===== config.mk =====
export PLATFORM = sky130hd
export DESIGN_NAME = pt_walker
export DESIGN_NICKNAME = d
export VERILOG_FILES = /design/src/rtl/ptw_pkg.sv /design/src/rtl/ptw_ctrl.sv /design/src/rtl/ptw_addr.sv /design/src/rtl/ptw_result.sv /design/src/rtl/pt_walker.sv
export SDC_FILE = /design/constraint.sdc
export NUM_CORES = 1
export LEC_CHECK = 0
export CAP_MARGIN = 20
export CORE_ASPECT_RATIO = 0.7
export CORE_UTILIZATION = 40
export CTS_CLUSTER_SIZE = 12
export DETAILED_ROUTE_END_ITERATION = 7
export PLACE_DENSITY = 0.67
export SLEW_MARGIN = 20
export SYNTH_ARGS = -nofsm -noshare
export SYNTH_HDL_FRONTEND = slang
export SYNTH_SLANG_ARGS = --single-unit

===== constraint.sdc =====
create_clock -name clk -period 2.5 [get_ports clk]
set_input_delay 0.5 -clock clk [delete_from_list [all_inputs] [get_ports clk]]
set_output_delay 0.5 -clock clk [all_outputs]
set_load 0.01 [all_outputs]

===== src/rtl/ptw_pkg.sv =====
package ptw_pkg;

  typedef enum logic [2:0] {
    W_IDLE     = 3'd0,
    W_DIR_REQ  = 3'd1,
    W_DIR_WAIT = 3'd2,
    W_TBL_REQ  = 3'd3,
    W_TBL_WAIT = 3'd4,
    W_DONE     = 3'd5,
    W_FAULT    = 3'd6
  } walk_state_e;

  typedef enum logic {
    LVL_DIR  = 1'b0,
    LVL_LEAF = 1'b1
  } walk_level_e;

endpackage


===== src/rtl/ptw_ctrl.sv =====
module ptw_ctrl
  import ptw_pkg::*;
(
  input  logic        clk,
  input  logic        rst_n,
  input  logic        req_valid,
  output logic        req_ready,
  output logic        mem_req_valid,
  input  logic        mem_req_ready,
  input  logic        mem_rsp_valid,
  input  logic        rsp_ok,
  output walk_level_e addr_level,
  output logic        cap_req,
  output logic        cap_dir,
  output logic        fin,
  output walk_level_e fin_level,
  output logic        res_valid,
  input  logic        res_ready
);

  walk_state_e state_q, state_d;

  always_comb begin
    state_d = state_q;
    unique case (state_q)
      W_IDLE:     if (req_valid)     state_d = W_DIR_REQ;
      W_DIR_REQ:  if (mem_req_ready) state_d = W_DIR_WAIT;
      W_DIR_WAIT: if (mem_rsp_valid) state_d = rsp_ok ? W_TBL_REQ : W_FAULT;
      W_TBL_REQ:  if (mem_req_ready) state_d = W_TBL_WAIT;
      W_TBL_WAIT: if (mem_rsp_valid) state_d = rsp_ok ? W_DONE : W_FAULT;
      W_DONE,
      W_FAULT:    if (res_ready)     state_d = W_IDLE;
      default:                       state_d = W_IDLE;
    endcase
  end

  always_ff @(posedge clk or negedge rst_n) begin
    if (!rst_n) state_q <= W_IDLE;
    else        state_q <= state_d;
  end

  assign req_ready     = (state_q == W_IDLE);
  assign mem_req_valid = (state_q == W_DIR_REQ) || (state_q == W_TBL_REQ);
  assign addr_level    = ((state_q == W_TBL_REQ) || (state_q == W_TBL_WAIT)) ? LVL_LEAF : LVL_DIR;
  assign cap_req       = (state_q == W_IDLE) && req_valid;
  assign cap_dir       = (state_q == W_DIR_WAIT) && mem_rsp_valid && rsp_ok;
  assign fin           = ((state_q == W_DIR_WAIT) && mem_rsp_valid && !rsp_ok) ||
                         ((state_q == W_TBL_WAIT) && mem_rsp_valid);
  assign fin_level     = (state_q == W_TBL_WAIT) ? LVL_LEAF : LVL_DIR;
  assign res_valid     = (state_q == W_DONE) || (state_q == W_FAULT);

  // idle excludes any posted read or pending result
  p_idle_quiet_r1: assert property (@(posedge clk) disable iff (!rst_n)
    req_ready |-> (!mem_req_valid && !res_valid));

  // invalid directory entry ends the walk in the fault state
  p_dir_fault_r5: assert property (@(posedge clk) disable iff (!rst_n)
    (state_q == W_DIR_WAIT && mem_rsp_valid && !rsp_ok) |=> (state_q == W_FAULT));

  // a response while a read is still unaccepted leaves the walk where it is
  p_stray_ignored_r9: assert property (@(posedge clk) disable iff (!rst_n)
    (state_q == W_DIR_REQ && !mem_req_ready) |=> (state_q == W_DIR_REQ));

endmodule


===== src/rtl/ptw_addr.sv =====
module ptw_addr
  import ptw_pkg::*;
#(
  parameter int PA_W  = 32,
  parameter int OFF_W = 12,
  parameter int DIR_W = 10,
  parameter int TBL_W = 10,
  parameter int ESH   = 2,
  localparam int VPN_W = DIR_W + TBL_W,
  localparam int PFN_W = PA_W - OFF_W
) (
  input  logic             clk,
  input  logic             rst_n,
  input  logic             cap_req,
  input  logic [VPN_W-1:0] req_vpn,
  input  logic [PFN_W-1:0] req_dir_frame,
  input  logic             cap_dir,
  input  logic [PFN_W-1:0] dir_entry_frame,
  input  walk_level_e      addr_level,
  output logic [PA_W-1:0]  mem_req_addr
);

  logic [VPN_W-1:0] vpn_q;
  logic [PFN_W-1:0] dir_frame_q;
  logic [PFN_W-1:0] tbl_frame_q;

  always_ff @(posedge clk or negedge rst_n) begin
    if (!rst_n) begin
      vpn_q       <= '0;
      dir_frame_q <= '0;
      tbl_frame_q <= '0;
    end else begin
      if (cap_req) begin
        vpn_q       <= req_vpn;
        dir_frame_q <= req_dir_frame;
      end
      if (cap_dir) tbl_frame_q <= dir_entry_frame;
    end
  end

  logic [DIR_W-1:0] dir_idx;
  logic [TBL_W-1:0] tbl_idx;
  logic [PA_W-1:0]  idx_ext;
  logic [PFN_W-1:0] frame_sel;
  logic [PA_W-1:0]  base;

  assign dir_idx   = vpn_q[VPN_W-1 -: DIR_W];
  assign tbl_idx   = vpn_q[TBL_W-1:0];
  assign idx_ext   = (addr_level == LVL_LEAF) ? PA_W'(tbl_idx) : PA_W'(dir_idx);
  assign frame_sel = (addr_level == LVL_LEAF) ? tbl_frame_q : dir_frame_q;
  assign base      = {frame_sel, {OFF_W{1'b0}}};

  assign mem_req_addr = base + (idx_ext << ESH);

endmodule


===== src/rtl/ptw_result.sv =====
module ptw_result
  import ptw_pkg::*;
#(
  parameter int PA_W      = 32,
  parameter int VALID_BIT = 0
) (
  input  logic            clk,
  input  logic            rst_n,
  input  logic            fin,
  input  walk_level_e     fin_level,
  input  logic [PA_W-1:0] entry,
  output logic [PA_W-1:0] res_pte,
  output logic            res_fault,
  output logic            res_fault_level
);

  logic entry_bad;
  assign entry_bad = !entry[VALID_BIT];

  always_ff @(posedge clk or negedge rst_n) begin
    if (!rst_n) begin
      res_pte         <= '0;
      res_fault       <= 1'b0;
      res_fault_level <= 1'b0;
    end else if (fin) begin
      res_pte         <= entry;
      res_fault       <= entry_bad;
      res_fault_level <= entry_bad && (fin_level == LVL_LEAF);
    end
  end

  // a valid leaf is returned unchanged with no fault
  p_leaf_ok_r6: assert property (@(posedge clk) disable iff (!rst_n)
    (fin && fin_level == LVL_LEAF && entry[VALID_BIT]) |=>
      (!res_fault && res_pte == $past(entry)));

  // an invalid leaf faults at the leaf level
  p_leaf_fault_r7: assert property (@(posedge clk) disable iff (!rst_n)
    (fin && fin_level == LVL_LEAF && !entry[VALID_BIT]) |=>
      (res_fault && res_fault_level));

endmodule


===== src/rtl/pt_walker.sv =====
module pt_walker
  import ptw_pkg::*;
#(
  parameter int PA_W        = 32,
  parameter int OFF_W       = 12,
  parameter int DIR_W       = 10,
  parameter int TBL_W       = 10,
  parameter int ENTRY_BYTES = 4,
  parameter int VALID_BIT   = 0,
  localparam int VPN_W = DIR_W + TBL_W,
  localparam int PFN_W = PA_W - OFF_W,
  localparam int ESH   = $clog2(ENTRY_BYTES)
) (
  input  logic             clk,
  input  logic             rst_n,
  input  logic             req_valid,
  output logic             req_ready,
  input  logic [VPN_W-1:0] req_vpn,
  input  logic [PFN_W-1:0] req_dir_frame,
  output logic             mem_req_valid,
  input  logic             mem_req_ready,
  output logic [PA_W-1:0]  mem_req_addr,
  input  logic             mem_rsp_valid,
  input  logic [PA_W-1:0]  mem_rsp_data,
  output logic             res_valid,
  input  logic             res_ready,
  output logic [PA_W-1:0]  res_pte,
  output logic             res_fault,
  output logic             res_fault_level
);

  walk_level_e addr_level;
  walk_level_e fin_level;
  logic        cap_req;
  logic        cap_dir;
  logic        fin;

  ptw_ctrl u_ctrl (
    .clk           (clk),
    .rst_n         (rst_n),
    .req_valid     (req_valid),
    .req_ready     (req_ready),
    .mem_req_valid (mem_req_valid),
    .mem_req_ready (mem_req_ready),
    .mem_rsp_valid (mem_rsp_valid),
    .rsp_ok        (mem_rsp_data[VALID_BIT]),
    .addr_level    (addr_level),
    .cap_req       (cap_req),
    .cap_dir       (cap_dir),
    .fin           (fin),
    .fin_level     (fin_level),
    .res_valid     (res_valid),
    .res_ready     (res_ready)
  );

  ptw_addr #(
    .PA_W  (PA_W),
    .OFF_W (OFF_W),
    .DIR_W (DIR_W),
    .TBL_W (TBL_W),
    .ESH   (ESH)
  ) u_addr (
    .clk             (clk),
    .rst_n           (rst_n),
    .cap_req         (cap_req),
    .req_vpn         (req_vpn),
    .req_dir_frame   (req_dir_frame),
    .cap_dir         (cap_dir),
    .dir_entry_frame (mem_rsp_data[PA_W-1:OFF_W]),
    .addr_level      (addr_level),
    .mem_req_addr    (mem_req_addr)
  );

  ptw_result #(
    .PA_W      (PA_W),
    .VALID_BIT (VALID_BIT)
  ) u_result (
    .clk             (clk),
    .rst_n           (rst_n),
    .fin             (fin),
    .fin_level       (fin_level),
    .entry           (mem_rsp_data),
    .res_pte         (res_pte),
    .res_fault       (res_fault),
    .res_fault_level (res_fault_level)
  );

  // first read targets the selected directory word
  p_dir_read_r2: assert property (@(posedge clk) disable iff (!rst_n)
    (req_valid && req_ready) |=>
      (mem_req_valid &&
       mem_req_addr == ({$past(req_dir_frame), {OFF_W{1'b0}}} +
                        (PA_W'($past(req_vpn[VPN_W-1 -: DIR_W])) << ESH))));

  // a posted read is held until taken
  p_req_hold_r3: assert property (@(posedge clk) disable iff (!rst_n)
    (mem_req_valid && !mem_req_ready) |=> (mem_req_valid && $stable(mem_req_addr)));

  // a pending result is held until taken
  p_res_hold_r8: assert property (@(posedge clk) disable iff (!rst_n)
    (res_valid && !res_ready) |=>
      (res_valid && $stable(res_pte) && $stable(res_fault) && $stable(res_fault_level)));

endmodule


==> results.json <==
{
  "clk_transition_reported_paths_ps": 70,
  "rows": 32,
  "seq_power_share": 0.326,
  "sw_frac_of_total": 0.315,
  "max_cap_viol_count": 0,
  "synth_edf_count": 0,
  "hold_viol": 0,
  "leakagePower_nw": 2.94,
  "dr.pass1.iters": 4,
  "p_comb_frac": 0.524,
  "yosys_warnings": 0,
  "fin_crit_ps": 2440,
  "fmax_ghz": 0.410,
  "synth-seq-cells": 97,
  "synthAdderAreaFrac": 0.00218,
  "peakVddDrop_mv": 0.561,
  "place_ws_ps": 173,
  "placed_cell_area_um2": 6150,
  "drc": 0,
  "muxShareOfSynthArea": 0.361,
  "die_area_um2": 11900,
  "yosys.area_share.simple": 0.0308,
  "synth_top_family_by_area": "multiplexers",
  "syn_area_um2": 4600,
  "p_int_mw": 5.95,
  "seqCellArea_um2": 2430,
  "clockBufferDepth": 2,
  "synth-main-ff-cell": "dfrtp_1",
  "cts_tree": "built",
  "outcome": "completed",
  "syn_inst": 280,
  "die_height_um": 91.7,
  "grt_overflow_total": 0,
  "grt_use_total": 0.182,
  "rsz0062_at_grt": "yes",
  "netlist_top_cells_area": "dfrtp_1 53%, mux2_4 23%, mux2_2 12%",
  "fin_ws_ps": 58.9,
  "cp_data_arrival_time_ps": 1940,
  "synth_xor_area_frac": 0.00191,
  "core_um2": 11100,
  "synth_compound_area_frac": 0.0248,
  "multi_input_area_um2": 1940,
  "drt-initial-drc-count": 133,
  "worst_setup_path_end_kind": "output port",
  "drive_gt1_frac": 0.426,
  "fin_total_pwr_mw": 8.69,
  "port_buffers": 144,
  "avgSynthCellArea_um2": 16.4,
  "initial_core_util": 0.414,
  "slowest_stage": "dfrtp_1",
  "nets": 514,
  "cts_root_buffer": "clkbuf_16",
  "routed_via_density": 4.69,
  "path_delay_family": "buffers and inverters",
  "htreeDepth": 3,
  "start_kind": "flop",
  "final-setup-viol-count": 0,
  "num_vias": 2788,
  "skew_ps": 3.56,
  "routed_wl_um": 10400,
  "route.detailed.wl_per_inst_um": 17.5,
  "yosys.area.top_type": "dfrtp_1",
  "period_share": 0.976,
  "critPathMaxFanout": 5,
  "fin_area_um2": 6460,
  "layout_commonest_cell": "clkdlybuf4s50_1",
  "relSlewSlack": 0.628,
  "hold_path.class": "input pin to asynchronous set/reset pin",
  "cts_sinks": 97,
  "slew_violations": 0,
  "hpwl_um": 7030,
  "grt_pass1_vias": 2987,
  "antenna-diode-count": 0,
  "clockPowerShare": 0.150,
  "tightest_slew_ps": 557,
  "n_fill_cell": 928,
  "fin_util": 0.582,
  "crit_buf_inv": 3,
  "final_cell_mix": "113 x clkdlybuf4s50_1, 97 x dfrtp_1, 70 x mux2_4",
  "p_sw_mw": 2.74,
  "die_w_um": 130,
  "hold_buffers": 0,
  "cts-buffers-inserted": 9,
  "synth_top_area_share": 0.528,
  "cp.required_ps": 2000,
  "crit_chain": "and2b_4, a22oi_4, buf_6, buf_12, mux2_2, clkdlybuf4s15_2",
  "antenna_found_initial": 0,
  "synth_seq_area_share": 0.528,
  "clock_latency_ps": 340,
  "gp_congestion": 0.750,
  "synth.distinct_cells": 35,
  "async_flop_share": 1.00,
  "grt_max_degree": 44,
  "io_pins": 147,
  "power_density_nw_per_um2": 1350,
  "syn_to_final_growth_pct": 40.4,
  "grt_pass1_wl_um": 16200,
  "critPathKind": "flop to output port",
  "ant_nets": 0,
  "slowest_delay_ps": 400
}
==> power by group through the flow <==
stage          clock (mW)  sequential, mW  combinational, mW
2_1_floorplan           0            2.85               2.71
3_3_place_gp            0            2.83               4.56
3_5_place_dp            0            2.84               4.61
4_1_cts              1.34            2.83               4.61
5_1_grt              1.41            2.93               4.86
6_report             1.30            2.83               4.56
==> metrics by stage <==
step           TNS, ps  hold WS (ps)  cells
3_3_place_gp         0           485    571
3_5_place_dp         0           489    571
6_report             0           135    594
4_1_cts          -1610           152    591
5_1_grt           -151           171    594
2_1_floorplan        0           204    281
==> area by class of cell <==
cell class,instances,share of cell area
tap,153,0.0297
clock inverter,7,0.00814
clock buffer,9,0.0349
sequential,97,0.376
inverter,1,0.000581
multi-input combinational,163,0.300
timing repair buffer,164,0.250
==> final timing paths <==
check / slack (ps) / depth (start not counted) / end / from
max: 60 / 6 / mem_req_addr[9] / u_ctrl.state_q[0]
min: 140 / 1 / u_result.res_pte[22] / rst_n
max reg2reg: 640 / 6 / u_result.res_fault / u_ctrl.state_q[2]
min reg2reg: 510 / 1 / u_addr.tbl_frame_q[9] / u_addr.tbl_frame_q[9]
max in group asynchronous: 1720 / 2 / u_result.res_pte[17] / rst_n
min in group clk: 510 / 1 / u_addr.tbl_frame_q[9] / u_addr.tbl_frame_q[9]
==> worst reg2reg max path, cell delays in order, from the launching register on <==
cell,delay (ps)
dfrtp_1,380
buf_4,150
buf_4,180
nor2b_1,170
o21ai_4,200
buf_12,270
mux2_2,400
==> Yosys cell counts, types with 2 or more instances <==
library cell and instances:
dfrtp_1 97, mux2_4 70, mux2_2 51, buf_6 7
nor2_1 6, buf_12 5, buf_4 5, a21oi_1 4
nor2b_1 3, o21ai_0 3, buf_2 2, mux2_1 2
nor3b_1 2, o31ai_1 2
==> cells by family after synthesis <==
group           count (synthesis)
simple gates                   21
buf+inv                        21
mux                           124
other cells                     1
xor+xnor                        1
fa+ha+maj                       1
compound gates                 14
flops                          97
==> layer usage <==
metal / vias up / GRT usage / wire length (µm)
met5: - / 0 / 0
met4: 0 / 0.0465 / 96
met3: 11 / 0.0776 / 993
met2: 110 / 0.246 / 4110
met1: 1358 / 0.263 / 5170
li1: 1309 / - / -
==> flip-flops by register name, indices dropped and copies added (netlist names) <==
signal and cells:
u_result.res_fault 1, u_addr.dir_frame_q 20, u_addr.vpn_q 20, u_result.res_pte 32
u_addr.tbl_frame_q 20, u_ctrl.state_q 3, u_result.res_fault_level 1
==> repair_timing <==
item | CTS | global route
resized for setup | 63 | 33
pin swaps | 1 | 1
gates cloned | 1 | 2
hold endpoints to repair | 0 | 0
setup buffers | 3 | 2
setup endpoints to repair | 30 | 26
(Power assumes the default switching activity.)
